### src/rtl/sram_strobe_pkg.sv
package sram_strobe_pkg;

  typedef enum logic [1:0] {
    ST_IDLE,
    ST_ACT,
    ST_RCV
  } seq_state_e;

  function automatic int unsigned ns2cyc(int unsigned ns, int unsigned clk_ns);
    return (ns + clk_ns - 1) / clk_ns;
  endfunction

  function automatic int unsigned umax(int unsigned a, int unsigned b);
    return (a > b) ? a : b;
  endfunction

endpackage

### src/rtl/sram_strobe_timer.sv
module sram_strobe_timer #(
  parameter int unsigned CW = 6
) (
  input  logic          clk_i,
  input  logic          rst_ni,
  input  logic          clr_i,
  output logic [CW-1:0] cnt_o
);

  always_ff @(posedge clk_i or negedge rst_ni) begin
    if (!rst_ni)              cnt_o <= '0;
    else if (clr_i)           cnt_o <= '0;
    else if (cnt_o != '1)     cnt_o <= cnt_o + 1'b1;
  end

endmodule

### src/rtl/sram_strobe_dp.sv
module sram_strobe_dp #(
  parameter int unsigned AW = 10,
  parameter int unsigned DW = 1
) (
  input  logic          clk_i,
  input  logic          rst_ni,
  input  logic          load_i,
  input  logic [AW-1:0] addr_i,
  input  logic [DW-1:0] wdata_i,
  input  logic          capture_i,
  input  logic [DW-1:0] din_i,
  output logic [AW-1:0] mem_addr_o,
  output logic [DW-1:0] mem_dout_o,
  output logic [DW-1:0] rdata_o
);

  always_ff @(posedge clk_i or negedge rst_ni) begin
    if (!rst_ni) begin
      mem_addr_o <= '0;
      mem_dout_o <= '0;
    end else if (load_i) begin
      mem_addr_o <= addr_i;
      mem_dout_o <= wdata_i;
    end
  end

  always_ff @(posedge clk_i or negedge rst_ni) begin
    if (!rst_ni)        rdata_o <= '0;
    else if (capture_i) rdata_o <= din_i;
  end

endmodule

### src/rtl/sram_strobe_fsm.sv
module sram_strobe_fsm
  import sram_strobe_pkg::*;
#(
  parameter int unsigned LOW_CYC  = 38,
  parameter int unsigned HIGH_CYC = 13,
  parameter int unsigned DQZ_CYC  = 20,
  parameter int unsigned CW       = 6
) (
  input  logic          clk_i,
  input  logic          rst_ni,
  input  logic          req_i,
  input  logic          we_i,
  input  logic [CW-1:0] cnt_i,
  output logic          ready_o,
  output logic          accept_o,
  output logic          clr_o,
  output logic          capture_o,
  output logic          e_no,
  output logic          w_no,
  output logic          doe_o,
  output logic          rvalid_o
);

  seq_state_e state_q;
  logic       we_q;
  logic       last_low, last_high, doe_on;

  always_comb begin
    last_low  = (cnt_i == CW'(LOW_CYC - 1));
    last_high = (cnt_i == CW'(HIGH_CYC - 1));
    doe_on    = (cnt_i == CW'(DQZ_CYC - 1));
    ready_o   = (state_q == ST_IDLE) || (state_q == ST_RCV && last_high);
    accept_o  = req_i && ready_o;
    capture_o = (state_q == ST_ACT) && last_low && !we_q;
    clr_o     = accept_o || ((state_q == ST_ACT) && last_low);
  end

  always_ff @(posedge clk_i or negedge rst_ni) begin
    if (!rst_ni) begin
      state_q  <= ST_IDLE;
      we_q     <= 1'b0;
      e_no     <= 1'b1;
      w_no     <= 1'b1;
      doe_o    <= 1'b0;
      rvalid_o <= 1'b0;
    end else begin
      rvalid_o <= capture_o;
      unique case (state_q)
        ST_IDLE: begin
          if (accept_o) begin
            state_q <= ST_ACT;
            e_no    <= 1'b0;
            w_no    <= !we_i;
            we_q    <= we_i;
          end
        end
        ST_ACT: begin
          if (we_q && doe_on) doe_o <= 1'b1;
          if (last_low) begin
            state_q <= ST_RCV;
            e_no    <= 1'b1;
            doe_o   <= 1'b0;
          end
        end
        ST_RCV: begin
          if (last_high) begin
            if (accept_o) begin
              // W stays low when a write follows a write
              state_q <= ST_ACT;
              e_no    <= 1'b0;
              w_no    <= !we_i;
              we_q    <= we_i;
            end else begin
              state_q <= ST_IDLE;
              w_no    <= 1'b1;
            end
          end
        end
        default: state_q <= ST_IDLE;
      endcase
    end
  end


  ready_low_chk: assert property (@(posedge clk_i) disable iff (!rst_ni)
    !e_no |-> !ready_o);


  doe_window_chk: assert property (@(posedge clk_i) disable iff (!rst_ni)
    doe_o |-> (!w_no && !e_no));


  rvalid_pulse_chk: assert property (@(posedge clk_i) disable iff (!rst_ni)
    rvalid_o |=> !rvalid_o);


  read_w_high_chk: assert property (@(posedge clk_i) disable iff (!rst_ni)
    rvalid_o |-> $past(w_no));

endmodule

### src/rtl/sram_strobe_ctrl.sv
module sram_strobe_ctrl
  import sram_strobe_pkg::*;
#(
  parameter int unsigned AW          = 10,
  parameter int unsigned DW          = 1,
  parameter int unsigned CLK_NS      = 8,
  parameter int unsigned T_ELOW_NS   = 300,
  parameter int unsigned T_EHIGH_NS  = 100,
  parameter int unsigned T_CYCLE_NS  = 350,
  parameter int unsigned T_ACC_NS    = 300,
  parameter int unsigned T_AHOLD_NS  = 50,
  parameter int unsigned T_WPW_NS    = 130,
  parameter int unsigned T_WSU_NS    = 130,
  parameter int unsigned T_DSU_NS    = 110,
  parameter int unsigned T_DQZ_NS    = 160
) (
  input  logic          clk_i,
  input  logic          rst_ni,
  input  logic          req_i,
  input  logic          we_i,
  input  logic [AW-1:0] addr_i,
  input  logic [DW-1:0] wdata_i,
  output logic          ready_o,
  output logic          rvalid_o,
  output logic [DW-1:0] rdata_o,
  output logic          mem_e_no,
  output logic          mem_w_no,
  output logic [AW-1:0] mem_addr_o,
  output logic [DW-1:0] mem_dout_o,
  output logic          mem_doe_o,
  input  logic [DW-1:0] mem_din_i
);

  localparam int unsigned DQZ_CYC  = umax(ns2cyc(T_DQZ_NS, CLK_NS), 1);
  localparam int unsigned DSU_CYC  = umax(ns2cyc(T_DSU_NS, CLK_NS), 1);
  localparam int unsigned LOW_CYC  = umax(
      umax(umax(ns2cyc(T_ELOW_NS, CLK_NS), ns2cyc(T_ACC_NS, CLK_NS)),
           umax(ns2cyc(T_WPW_NS, CLK_NS), ns2cyc(T_WSU_NS, CLK_NS))),
      umax(DQZ_CYC + DSU_CYC, ns2cyc(T_AHOLD_NS, CLK_NS) + 1));
  localparam int unsigned CYC_CYC  = ns2cyc(T_CYCLE_NS, CLK_NS);
  localparam int unsigned HIGH_CYC = umax(umax(ns2cyc(T_EHIGH_NS, CLK_NS),
      (CYC_CYC > LOW_CYC) ? CYC_CYC - LOW_CYC : 0), 1);
  localparam int unsigned CW       = $clog2(umax(LOW_CYC, HIGH_CYC) + 1);

  logic [CW-1:0] cnt;
  logic          clr, accept, capture;

  sram_strobe_timer #(.CW(CW)) u_timer (
    .clk_i  (clk_i),
    .rst_ni (rst_ni),
    .clr_i  (clr),
    .cnt_o  (cnt)
  );

  sram_strobe_fsm #(
    .LOW_CYC  (LOW_CYC),
    .HIGH_CYC (HIGH_CYC),
    .DQZ_CYC  (DQZ_CYC),
    .CW       (CW)
  ) u_fsm (
    .clk_i     (clk_i),
    .rst_ni    (rst_ni),
    .req_i     (req_i),
    .we_i      (we_i),
    .cnt_i     (cnt),
    .ready_o   (ready_o),
    .accept_o  (accept),
    .clr_o     (clr),
    .capture_o (capture),
    .e_no      (mem_e_no),
    .w_no      (mem_w_no),
    .doe_o     (mem_doe_o),
    .rvalid_o  (rvalid_o)
  );

  sram_strobe_dp #(.AW(AW), .DW(DW)) u_dp (
    .clk_i      (clk_i),
    .rst_ni     (rst_ni),
    .load_i     (accept),
    .addr_i     (addr_i),
    .wdata_i    (wdata_i),
    .capture_i  (capture),
    .din_i      (mem_din_i),
    .mem_addr_o (mem_addr_o),
    .mem_dout_o (mem_dout_o),
    .rdata_o    (rdata_o)
  );

  // checker counter: consecutive E-low cycles
  logic [CW-1:0] elow_q;
  always_ff @(posedge clk_i or negedge rst_ni) begin
    if (!rst_ni)          elow_q <= '0;
    else if (mem_e_no)    elow_q <= '0;
    else if (elow_q != '1) elow_q <= elow_q + 1'b1;
  end


  addr_hold_chk: assert property (@(posedge clk_i) disable iff (!rst_ni)
    (!mem_e_no && $past(!mem_e_no)) |-> $stable(mem_addr_o));


  e_low_len_chk: assert property (@(posedge clk_i) disable iff (!rst_ni)
    $rose(mem_e_no) |-> ($past(elow_q) == CW'(LOW_CYC - 1)));

endmodule

### config.mk
export PLATFORM = sky130hd
export DESIGN_NAME = sram_strobe_ctrl
export DESIGN_NICKNAME = d
export VERILOG_FILES = /design/src/rtl/sram_strobe_pkg.sv /design/src/rtl/sram_strobe_timer.sv /design/src/rtl/sram_strobe_dp.sv /design/src/rtl/sram_strobe_fsm.sv /design/src/rtl/sram_strobe_ctrl.sv
export SDC_FILE = /design/constraint.sdc
export NUM_CORES = 1
export LEC_CHECK = 0
export ABC_AREA = 1
export BUFFER_PORTS_ARGS = -buffer_cell sky130_fd_sc_hd__buf_2
export CAP_MARGIN = 20
export CELL_PAD_IN_SITES_DETAIL_PLACEMENT = 0
export CELL_PAD_IN_SITES_GLOBAL_PLACEMENT = 1
export CORE_ASPECT_RATIO = 1.25
export CORE_MARGIN = 3
export CORE_UTILIZATION = 37
export DETAILED_ROUTE_END_ITERATION = 16
export GPL_TIMING_DRIVEN = 0
export PLACE_DENSITY_LB_ADDON = 0.1
export SLEW_MARGIN = 40
export SYNTH_ARGS = -nofsm -noshare
export SYNTH_HDL_FRONTEND = slang
export SYNTH_SLANG_ARGS = --single-unit
### constraint.sdc
create_clock -name clk_i -period 1.8 [get_ports clk_i]
set_input_delay 0.27 -clock clk_i [delete_from_list [all_inputs] [get_ports clk_i]]
set_output_delay 0.27 -clock clk_i [all_outputs]
set_load 0.05 [all_outputs]
==> results of run 1 <==
## power by group
| group | switching (mW) | internal (mW) |
|---|---|---|
| Combinational | 0.0252 | 0.0153 |
| Sequential | 0.000574 | 0.563 |
| Clock | 0.168 | 0.0865 |
## timing repair
item / CTS / global route
hold buffers: 1 / 0
buffers inserted: 5 / 0
setup endpoints to repair: 1 / 1
hold endpoints to repair: 23 / 0
pin swaps: 2 / 1
gates resized for setup: 9 / 0
## kinds of logic (layout without fill, tap and decap cells)
logic type      Yosys count  in the layout  synth area share [%]
xor+xnor                  1              1                 0.739
simple gates             81             81                  31.1
compound gates           10             10                  4.75
buf+inv                  18             60                  7.28
fa+ha+maj                 3              3                  3.16
flops                    25             25                  53.0
## area by class of cell
type | count | area (um^2)
Multi-Input combinational cell | 95 | 492
Fill cell | 296 | 1510
Timing Repair Buffer | 38 | 218
Clock buffer | 4 | 26.3
Buffer | 3 | 30.0
Tap cell | 36 | 45.0
Sequential cell | 25 | 628
Inverter | 15 | 56.3
## worst max-delay path: cells and delay by family (launching register included)
kind	cells	cell delay (ns)
flip-flops	1	0.43
adder cells (fa/ha/maj)	1	0.13
buffers and inverters	4	0.36
AO/OA/AOI/OAI	1	0.15
AND/OR/NAND/NOR	2	0.16
## worst paths after layout
path | from | to | slack, ns
worst max-delay path | u_timer.cnt_o[0]$_DFFE_PN0P_ | ready_o | 0.008
worst min-delay path | mem_din_i | u_dp.rdata_o$_DFFE_PN0P_ | 0.15
worst max register to register | u_timer.cnt_o[0]$_DFFE_PN0P_ | u_timer.cnt_o[4]$_DFFE_PN0P_ | 0.24
worst min register to register | u_dp.mem_addr_o[4]$_DFFE_PN0P_ | u_dp.mem_addr_o[4]$_DFFE_PN0P_ | 0.49
max in group asynchronous | rst_ni | u_dp.mem_addr_o[6]$_DFFE_PN0P_ | 0.95
min in group asynchronous | rst_ni | u_timer.cnt_o[2]$_DFFE_PN0P_ | 0.47
## stage by stage
stage | TNS [ns] | setup WS (ns)
3_5_place_dp | 0 | 0.0383
4_1_cts | -0.0302 | -0.0302
6_report | 0 | 0.00755
2_1_floorplan | 0 | 0.363
5_1_grt | -0.0857 | -0.0857
3_3_place_gp | 0 | 0.0390
## placed cells by master (no fill, tap or decap), drive strengths merged
| master | n |
|---|---|
| or2 | 1 |
| dfrtp | 23 |
| buf | 40 |
| a21oi | 2 |
| nand4 | 4 |
| o21ai | 7 |
| xor2 | 1 |
| nand3 | 17 |
| nand2 | 42 |
| dfstp | 2 |
| clkbuf | 4 |
| inv | 15 |
| ha | 3 |
| dlygate4sd3 | 1 |
| nor2 | 17 |
| o211ai | 1 |
## routing by layer
layer  GRT usage, %  wire length, um
met5              0                0
met4           4.22               10
met3           2.23              102
met2           22.9             1250
met1           18.2             1210
## cell usage after synthesis
master / instances
sky130_fd_sc_hd__a21oi_1: 1
sky130_fd_sc_hd__nor2_1: 15
sky130_fd_sc_hd__nand2_2: 3
sky130_fd_sc_hd__dfrtp_1: 23
sky130_fd_sc_hd__inv_1: 15
sky130_fd_sc_hd__a21oi_2: 1
sky130_fd_sc_hd__o211ai_1: 1
sky130_fd_sc_hd__dfstp_2: 2
sky130_fd_sc_hd__xor2_1: 1
sky130_fd_sc_hd__buf_4: 1
sky130_fd_sc_hd__nand3_4: 1
sky130_fd_sc_hd__nand4_1: 3
sky130_fd_sc_hd__nand3_1: 16
sky130_fd_sc_hd__nand2_1: 39
sky130_fd_sc_hd__or2_2: 1
sky130_fd_sc_hd__o21ai_0: 7
sky130_fd_sc_hd__ha_1: 3
sky130_fd_sc_hd__nor2_2: 2
sky130_fd_sc_hd__nand4_2: 1
sky130_fd_sc_hd__buf_6: 2
## sequential cells by signal (all words and copies together), names as in the netlist
signal / cells
u_dp.mem_addr_o: 10
u_timer.cnt_o: 6
u_fsm.state_q: 2
u_dp.mem_dout_o: 1
u_dp.rdata_o: 1
u_fsm.doe_o: 1
u_fsm.e_no: 1
u_fsm.rvalid_o: 1
u_fsm.w_no: 1
u_fsm.we_q: 1
==> results summary, run 1 <==
The data arrival time of the critical path is 1.52 ns. STA classifies the critical path endpoint as an output port. When the netlist entered floorplanning its net count stood at 157. The flow ran to the end, and the final reports show no timing, DRC or antenna violations. The normalized max-slew margin came out at 61.5%. The share of synthesized area occupied by flip-flops and latches is 53.0%. The dominant cell type by count on the critical path is sky130_fd_sc_hd__inv_2. CTS built an H-tree with a depth of 1. The share of the clock period used by the worst path is 99.6%. The placeable core region is 3000 um^2.

Yosys attributes the largest share of cell area to sky130_fd_sc_hd__dfrtp_1 49%, sky130_fd_sc_hd__nand2_1 12%, sky130_fd_sc_hd__nand3_1 6.8%. The initial core utilization came out at 39.5%. The net total in the final layout is 200. sky130_fd_sc_hd__dfrtp_1 takes more of the synthesized area than any other cell. The hold violation count in the final report came out at 0. The wire length of the first global-routing pass came out at 4450 um. The final instance area came out at 1500 um^2. The cell depth of the worst min-delay path came out at 3. The final routed DRC violation total came out at 0. The largest fanout of any net on the critical path came out at 2.

The top-area cell type share of the netlist area is 48.5%. Relative to the synthesized area, the layout overhead comes to 26.1%. STA classifies the critical path startpoint as a register. Yosys printed 0 warnings. By startpoint and endpoint, the worst setup path is classified as reg2out.

The number of buffers on the longest clock path is 2. The power density over cell area came out at 574 nW/um^2. The number of antenna cells inserted is 0. The maximum ir drop on the vdd rail came out at 0.398 mV.

The number of standard-cell rows in the floorplan came out at 22. The full die area came out at 3930 um^2. The width of the die came out at 56.6 um. The critical path data required time came out at 1.53 ns. The cell sitting at the root of the clock tree is a sky130_fd_sc_hd__clkbuf_4. In this run the remaining antenna-violating nets after routing total 0. The pin slew with the least headroom to its limit came out at 0.577 ns. The per-cell routed wire length came out at 11.9 um. The worst hold slack came out at 0.145 ns.

The upper clock frequency limit came out at 558 MHz. The final core utilization is 49.8%. TritonCTS built the clock tree. The vertical die dimension came out at 69.3 um.

The number of maximum-capacitance constraint violations is 0. For this run the aggregate overflow at the end of global routing stands at 0. The total instance count after detailed placement came out at 206. The violation count after the first detailed-route iteration is 2. The overall power after layout is 858 uW. Entering global routing, the biggest net connects 26 pins. The non-filler instance count after layout came out at 216. The peak per-stage delay on the critical path is 0.43 ns. The total routing usage reported by global routing is 13.8%. 33 I/O pins were placed.

The mean instance size in the synthesized netlist is 8.60 um^2. The overall routed net length is 2580 um. In this run, synthesis produced a sequential element count of 25. The detailed-route via count is 1005.

The post-synthesis instance area is 1190 um^2. The cell with the largest stage delay on the worst path is sky130_fd_sc_hd__dfrtp_1. Walking the worst path, the cells encountered are inv_2 > ha_4 > inv_2 > nor2_2 > nand2_2 > a21oi_4 > buf_6 > buf_8. The pre-antenna-repair detailed-routing pass consisted of 3 iterations. The max-slew violation count came out at 0. Setup repair after global routing could not meet its margin everywhere. The count of cell types in the netlist is 20.

Routability-driven placement finished with a final weighted congestion of 0.791. The analysis attributes to cell leakage a power of 0.837 nW. The total cell area at the placement stage came out at 1390 um^2.

The clock-pin slew on the worst setup and hold paths came out at 0.14 ns. The clock insertion delay at the later pin of the skew report came out at 0.31 ns. The time the worst path needs with I/O delays and setup came out at 1.79 ns. The gate count after technology mapping is 138.

The final-report setup violation count is 0. The total clock buffers created by CTS is 3. The clock sink count is 25.

In this run the worst hold path is classified as in2reg. The initial antenna violation count came out at 0. The number of global-route vias before repair is 1035.

The average vias per placed instance came out at 4.65. The fraction of layout cells with a size suffix above 1 came out at 32.2%. After legalization and detailed placement, the total HPWL measured 1830 um.

The number of buffer cells added on primary ports is 32. Between clock sinks in the finished design, the worst skew comes to 0.00684 ns. The length in cells of the worst reg-to-reg path came out at 10.
(Power assumes the default switching activity.)
==> run 2, diff against run 1 <==
==> constraint.sdc (replaced) <==
create_clock -name clk_i -period 1.8 [get_ports clk_i]
set_input_delay 0.09 -clock clk_i [delete_from_list [all_inputs] [get_ports clk_i]]
set_output_delay 0.09 -clock clk_i [all_outputs]
set_load 0.05 [all_outputs]
==> run 2 against run 1 <==
- sequential power hardly changed
- combinational power is 49% higher
- cell count is 5.1% higher
- total power is 2.4% higher
- largest power group unchanged
- global-route usage is 0.42 points higher
- first-iteration DRC count grew to 5.0 times the previous value
- fmax is 5.7% higher
- register-to-register slack better by 0.08 ns
==> results summary, run 2 (synthesized netlist as in run 1, its figures left out) <==
The number of buffers on the longest clock path came out at 2. The kind of launch point of the worst setup path is a register. The power density over cell area came out at 551 nW/um^2.

The number of global-route vias before repair is 1050. After clock tree synthesis, the clock-pin slew on the worst setup and hold paths is 0.14 ns. The routing layer with the top usage in global route is met2. The met2 capacity usage during global routing came out at 24.0%.

The number of standard-cell rows in the floorplan came out at 22. The overflow left after global routing came out at 0. The wire length of the first global-routing pass is 4600 um. Summed over all nets, the switching power comes to 197 uW. The final-report setup violation count came out at 0. Clock tree synthesis inserted a total of 3 buffers. The number of maximum-capacitance constraint violations came out at 0. The detailed-route via count is 1036. In this run the worst hold path is classified as in2reg. The number of buffers and inverters on the critical path is 4. The hold violation count in the final report is 0.

The leakage dissipation is 0.891 nW. The peak per-stage delay on the critical path is 0.41 ns. The largest registers in the layout are u_dp.mem_addr_o x10, u_timer.cnt_o x6, u_fsm.state_q x2.

The placeable core region came out at 3000 um^2. The run finished with clean final reports. The die is 56.6 um wide. The number of top-level pins came out at 33.

The pin count of the biggest net entering global routing is 26. The largest individual stage delay along the critical path comes from the cell sky130_fd_sc_hd__dfrtp_1. The final routed DRC violation total is 0.

In the final layout, flip-flops and latches occupy 628 um^2. The upper clock frequency limit is 590 MHz. Fill cells in the final layout number 280. The met1 capacity usage during global routing is 18.4%. The final core utilization is 53.2%. The initial antenna violation count is 0.

The vertical die dimension is 69.3 um. The type of the worst setup path is reg2out. The count of nets left with antenna violations once routing finished came out at 0. Leaving out fill and tap cells, the most frequent cell in the layout is sky130_fd_sc_hd__nand2_1. The flip-flop count of the largest register, all copies and words added is 10. The maximum ir drop on the vdd rail is 0.411 mV.

The clock insertion delay at the later pin of the skew report is 0.31 ns. The die covers 3930 um^2. The completed layout was analyzed and its total power is 879 uW. The violation count after the first detailed-route iteration is 10. The share of total power dissipated in the clock network is 29.0%. The average vias per placed instance is 4.56. The max-slew violation count is 0. The type of element capturing the critical path is an output port. The total number of H-tree levels is 1. The time the worst path needs with I/O delays and setup came out at 1.70 ns. Grouping stages by cell kind, the critical path spends the most delay in flip-flops. Traced cell by cell, the critical path runs through inv_1 > ha_1 > inv_1 > nor2_2 > nand2_2 > a21oi_4 > buf_6 > buf_8. The overall routed net length came out at 2660 um. The fraction of met3 tracks used by global routing is 2.23%. The internal power summed over all cells came out at 682 uW. The share of the clock period used by the worst path came out at 94.2%.

The number of antenna cells inserted came out at 0. The footprint of the multi-input gates came out at 479 um^2. The HPWL after detailed placement is 1830 um.

The initial core utilization is 39.5%. The pin slew with the least headroom to its limit is 0.567 ns. The register with the most flip-flops in the final layout is u_dp.mem_addr_o.

Dividing the detail-routed wire length by the instance count gives 11.7 um. The part of the power in registers is 64.1%. The clock net in this run drives a total of 25 sinks. The first-pass iteration count of the detailed router is 4. The data arrival time of the critical path is 1.61 ns. Leaving out fill and tap cells, the most frequent cells in the layout are 39 x sky130_fd_sc_hd__nand2_1, 31 x sky130_fd_sc_hd__buf_2, 23 x sky130_fd_sc_hd__dfrtp_1, 16 x sky130_fd_sc_hd__nand3_1. In the final design database the tool counted 211 nets. The worst setup skew after layout is 0.00718 ns. The critical path data required time is 1.71 ns. The total routing usage reported by global routing is 14.2%. The most numerous cell type found on the critical path is sky130_fd_sc_hd__inv_1. The TritonCTS clock tree is done. The root buffer selected by CTS is sky130_fd_sc_hd__clkbuf_4. The routability-driven placement congestion ratio came out at 0.791.

In this run the tool buffered the top-level ports with 32 buffer cells. The largest fanout of any net on the critical path is 4. The relative area change from synthesis to final layout came out at 34.5%. The proportion of power drawn by combinational gates is 6.9%.

The fraction of layout cells with a size suffix above 1 is 27.7%. The normalized max-slew margin came out at 62.2%. Net switching is 22.4% of the power.
[run 2: cell types whose count changed in the layout (fill, tap and decap cells not counted)]
cell,change
sky130_fd_sc_hd__inv_1,+3
sky130_fd_sc_hd__ha_1,+1
sky130_fd_sc_hd__buf_4,-1
sky130_fd_sc_hd__ha_4,-1
sky130_fd_sc_hd__inv_2,-3
sky130_fd_sc_hd__dlygate4sd3_1,+12
[run 2: what timing repair did]
item	4_1_cts	5_1_grt
endpoints found under the setup margin	1	1
buffers inserted	2	2
resized for setup	3	1
hold buffers	13	0
pin swaps	0	1
hold endpoints to repair	35	0
[run 2: path summary, 6_finish.rpt]
check | startpoint | endpoint | slack [ns] | depth (start not counted)
max | u_timer.cnt_o[1]$_DFFE_PN0P_ | ready_o | 0.10 | 8
max in group asynchronous | rst_ni | u_dp.mem_addr_o[6]$_DFFE_PN0P_ | 1.14 | 2
min reg2reg | u_dp.mem_addr_o[4]$_DFFE_PN0P_ | u_dp.mem_addr_o[4]$_DFFE_PN0P_ | 0.49 | 2
min | we_i | u_fsm.we_q$_DFFE_PN0P_ | 0.04 | 3
min in group asynchronous | rst_ni | u_timer.cnt_o[2]$_DFFE_PN0P_ | 0.29 | 2
max reg2reg | u_timer.cnt_o[1]$_DFFE_PN0P_ | u_dp.mem_addr_o[3]$_DFFE_PN0P_ | 0.32 | 10
[run 2: stage by stage]
step	setup TNS (ns)	instances	hold slack [ns]	area [um^2]	worst slack (ns)
5_1_grt	-0.000135	227	0.0462	1600	-0.000135
4_1_cts	0	225	0.0278	1580	0.0243
3_5_place_dp	0	206	0.118	1390	0.218
6_report	0	227	0.0404	1600	0.104
2_1_floorplan	0	138	-0.206	1190	0.430
3_3_place_gp	0	206	0.110	1390	0.219
[run 2: layer usage]
layer,vias up,share of wire (%)
li1,538,-
met1,478,46
met2,18,51
met3,2,2.8
met4,0,0.49
met5,-,0
[run 2: power by group through the flow]
stage / Sequential (mW) / Clock, mW / Combinational [mW]
global placement: 0.574 / 0 / 0.0392
finish: 0.564 / 0.255 / 0.0604
floorplan: 0.578 / 0 / 0.00458
CTS: 0.564 / 0.271 / 0.0612
detailed placement: 0.574 / 0 / 0.0400
global route: 0.564 / 0.290 / 0.0665
[run 2: cell type report]
class	count	share of cell area (%)
inverter	15	3.53
tap	36	2.82
timing repair buffer	49	20.7
clock buffer	4	1.65
sequential	25	39.4
multi-input combinational	95	30.0
buffer	3	1.88
[run 2: worst min-delay path: stages]
cell and delay [ns]:
sky130_fd_sc_hd__buf_2 0.10, sky130_fd_sc_hd__nand4_1 0.10, sky130_fd_sc_hd__nand2_1 0.05
==> run 3, diff against run 2 <==
--- a/config.mk
+++ b/config.mk
@@ -11,7 +11,7 @@
 export CELL_PAD_IN_SITES_DETAIL_PLACEMENT = 0
 export CELL_PAD_IN_SITES_GLOBAL_PLACEMENT = 1
 export CORE_ASPECT_RATIO = 1.25
-export CORE_MARGIN = 3
+export CORE_MARGIN = 2
 export CORE_UTILIZATION = 37
 export DETAILED_ROUTE_END_ITERATION = 16
 export GPL_TIMING_DRIVEN = 0
==> run 3 against run 2 <==
- flip-flop and latch count is the same
- combinational power is 33% lower
- die area fell by 6.3%
- fmax rose by 1.6%
- design area down 6.9%
- register-to-register slack lost 0.02 ns
- largest cell class unchanged
- total power rose by 6.8%
- first-iteration DRC count grew 90%
- worst hold slack got worse by 0.019 ns
==> results summary, run 3 (synthesized netlist as in run 1, its figures left out) <==
The run finished with clean final reports. The time the worst path needs with I/O delays and setup came out at 1.67 ns. The footprint of the multi-input gates came out at 479 um^2. The setup TNS came out at 0 ns. The number of standard-cell rows in the floorplan is 23. The combined buffer and inverter count along the critical path is 4. The family with the most delay on the worst path is flip-flops. The full die area came out at 3680 um^2. The library cell used most frequently in the layout, excluding fill and tap cells, is sky130_fd_sc_hd__nand2_1.

The routability-driven placement congestion ratio came out at 0.700. The peak per-stage delay on the critical path came out at 0.41 ns. The worst setup path is launched from a register.

The die is 67.3 um tall. After filler insertion, the fill cell instance count of the layout stands at 328. The number of antenna cells inserted came out at 0. The initial antenna violation count came out at 0. The root buffer selected by CTS is sky130_fd_sc_hd__clkbuf_8. The startpoint identified for the worst register-to-register timing path is u_timer.cnt_o[1]$_DFFE_PN0P_.

The max-slew violation count is 0. The normalized max-slew margin is 62.7%. The upper clock frequency limit came out at 599 MHz. The number of buffer cells added on primary ports is 32. The number of maximum-capacitance constraint violations came out at 0. The first-pass iteration count of the detailed router is 3.

The violation count after the first detailed-route iteration came out at 19. Setup repair after global routing left no endpoint under its margin. Cells with a size suffix above 1 make up 29.8% of the layout.

The critical path data required time is 1.71 ns. Using the TritonRoute via totals, the vias-per-cell ratio works out to 4.75. The top cell types in the final layout, fill and taps aside, are 39 x sky130_fd_sc_hd__nand2_1, 31 x sky130_fd_sc_hd__buf_2, 23 x sky130_fd_sc_hd__dfrtp_1, 16 x sky130_fd_sc_hd__nand3_1. The number of buffers on the longest clock path is 2. STA classifies the critical path endpoint as an output port. The number of top-level pins came out at 33. Walking the worst path, the cells encountered are inv_1 > ha_1 > inv_1 > nor2_2 > nand2_2 > a21oi_4 > buf_6 > buf_6. The overflow left after global routing came out at 0. Clock tree synthesis found a total of 25 sinks.

The total clock buffers created by CTS is 3. The minimum setup slack after placement is 0.212 ns. The worst hold path begins at mem_din_i. IR analysis of the VDD net gives a maximum drop of 0.401 mV.

The clock reaches the later pin of the worst-skew pair after 0.27 ns. The wire length of the first global-routing pass came out at 4370 um. The largest individual stage delay along the critical path comes from the cell sky130_fd_sc_hd__dfrtp_1. The final-report setup violation count came out at 0. For this design the static power due to leakage is 0.845 nW. The flip-flop count of the largest register, all copies and words added is 10. The data arrival time of the critical path came out at 1.58 ns. The share of the clock period used by the worst path came out at 92.7%. The initial core utilization is 37.8%. The pin count of the biggest net entering global routing is 26.

Once layout is complete, the utilization of the core stands at 47.3%. In the final design database the tool counted 198 nets. The power density over cell area came out at 632 nW/um^2. The register name with the most flops is u_dp.mem_addr_o. In the final layout, flip-flops and latches occupy 628 um^2. The largest registers in the layout are u_dp.mem_addr_o x10, u_timer.cnt_o x6, u_fsm.state_q x2. The post-route worst setup slack came out at 0.132 ns.

The total area inside the core boundary comes to 3140 um^2. The final routed DRC violation total is 0. The cell depth of the worst min-delay path came out at 3.

The HPWL after detailed placement came out at 1790 um. Final hold analysis gives a worst-case slack of 0.0214 ns. The path with the worst hold slack has its endpoint at u_dp.rdata_o$_DFFE_PN0P_. The detailed-route via count came out at 1022. The path class of the tightest hold or removal check is in2reg. The number of global-route vias before repair is 989.

After detailed routing, the average wire length per cell comes to 11.8 um. In this run the worst path has a maximum fanout of 3. The number of nets with antenna violations after detailed routing came out at 0. The overall routed net length came out at 2530 um. The total number of H-tree levels came out at 1. The type of the worst setup path is reg2out. The total routing usage reported by global routing is 16.4%. Relative to the synthesized area, the layout overhead comes to 25.2%. After clock tree synthesis, the clock-pin slew on the worst setup and hold paths is 0.09 ns.

The width of the die is 54.6 um. The length in cells of the worst reg-to-reg path came out at 10. The capturing point of the worst reg2reg path is u_dp.mem_addr_o[4]$_DFFE_PN0P_. TritonCTS built the clock tree. At the pin with the least slew margin, the transition time is 0.560 ns. The hold violation count in the final report is 0. The worst setup skew after layout is 0.00409 ns. The setup slack of the most critical reg-to-reg path came out at 0.30 ns.
## run 3: stage by stage
step / std cells / area (um^2) / power, mW
floorplan: 138 / 1190 / 0.583
global placement: 207 / 1390 / 0.613
detailed placement: 207 / 1390 / 0.614
CTS: 213 / 1470 / 0.959
global route: 215 / 1490 / 0.988
finish: 215 / 1490 / 0.938
## run 3: repair_timing
action | 4_1_cts | 5_1_grt
endpoints found under the setup margin | 1 | 1
resized for setup | 2 | 1
hold buffers | 1 | 0
setup buffers | 1 | 2
cloned | 0 | 0
hold endpoints to repair | 23 | 0
## run 3: per-layer routing
| layer | GRT usage, % | up-vias | wire length (um) | part of all wire, % |
|---|---|---|---|---|
| met3 | 1.99 | 4 | 82 | 3.2 |
| met4 | 8.44 | 0 | 48 | 1.9 |
| met2 | 26.5 | 19 | 1280 | 50 |
| met5 | 0 | - | 0 | 0 |
| met1 | 21.0 | 485 | 1120 | 44 |
| li1 | - | 514 | - | - |
## run 3: cell type report
cell class / count / share of cell area [%]
flip-flops and latches: 25 / 42.3
well taps: 37 / 3.12
clock inverters: 1 / 0.337
inverters: 15 / 3.79
plain buffers: 3 / 2.02
clock buffers: 3 / 2.78
repair buffers: 36 / 13.4
multi-input cells: 95 / 32.3
## run 3: worst min-delay path, stage by stage
cell	delay (ns)
sky130_fd_sc_hd__buf_2	0.08
sky130_fd_sc_hd__nand2_1	0.04
sky130_fd_sc_hd__nand2_1	0.05
## run 3: power breakdown
group          switching [mW]  internal [mW]  total (mW)
combinational          0.0249         0.0154      0.0402
clock                   0.180          0.155       0.335
sequential           0.000476          0.562       0.563
total                   0.205          0.733       0.938
## run 3: how the worst max path moves through the flow
stage / from / to / slack [ns] / depth (start not counted)
floorplan: u_timer.cnt_o[0]$_DFFE_PN0P_ / u_dp.mem_addr_o[2]$_DFFE_PN0P_ / 0.43 / 9
detailed placement: u_timer.cnt_o[0]$_DFFE_PN0P_ / ready_o / 0.21 / 8
global placement: u_timer.cnt_o[0]$_DFFE_PN0P_ / ready_o / 0.22 / 8
CTS: u_timer.cnt_o[1]$_DFFE_PN0P_ / ready_o / 0.01 / 8
global route: u_timer.cnt_o[1]$_DFFE_PN0P_ / ready_o / 0.006 / 8
finish: u_timer.cnt_o[1]$_DFFE_PN0P_ / ready_o / 0.13 / 8
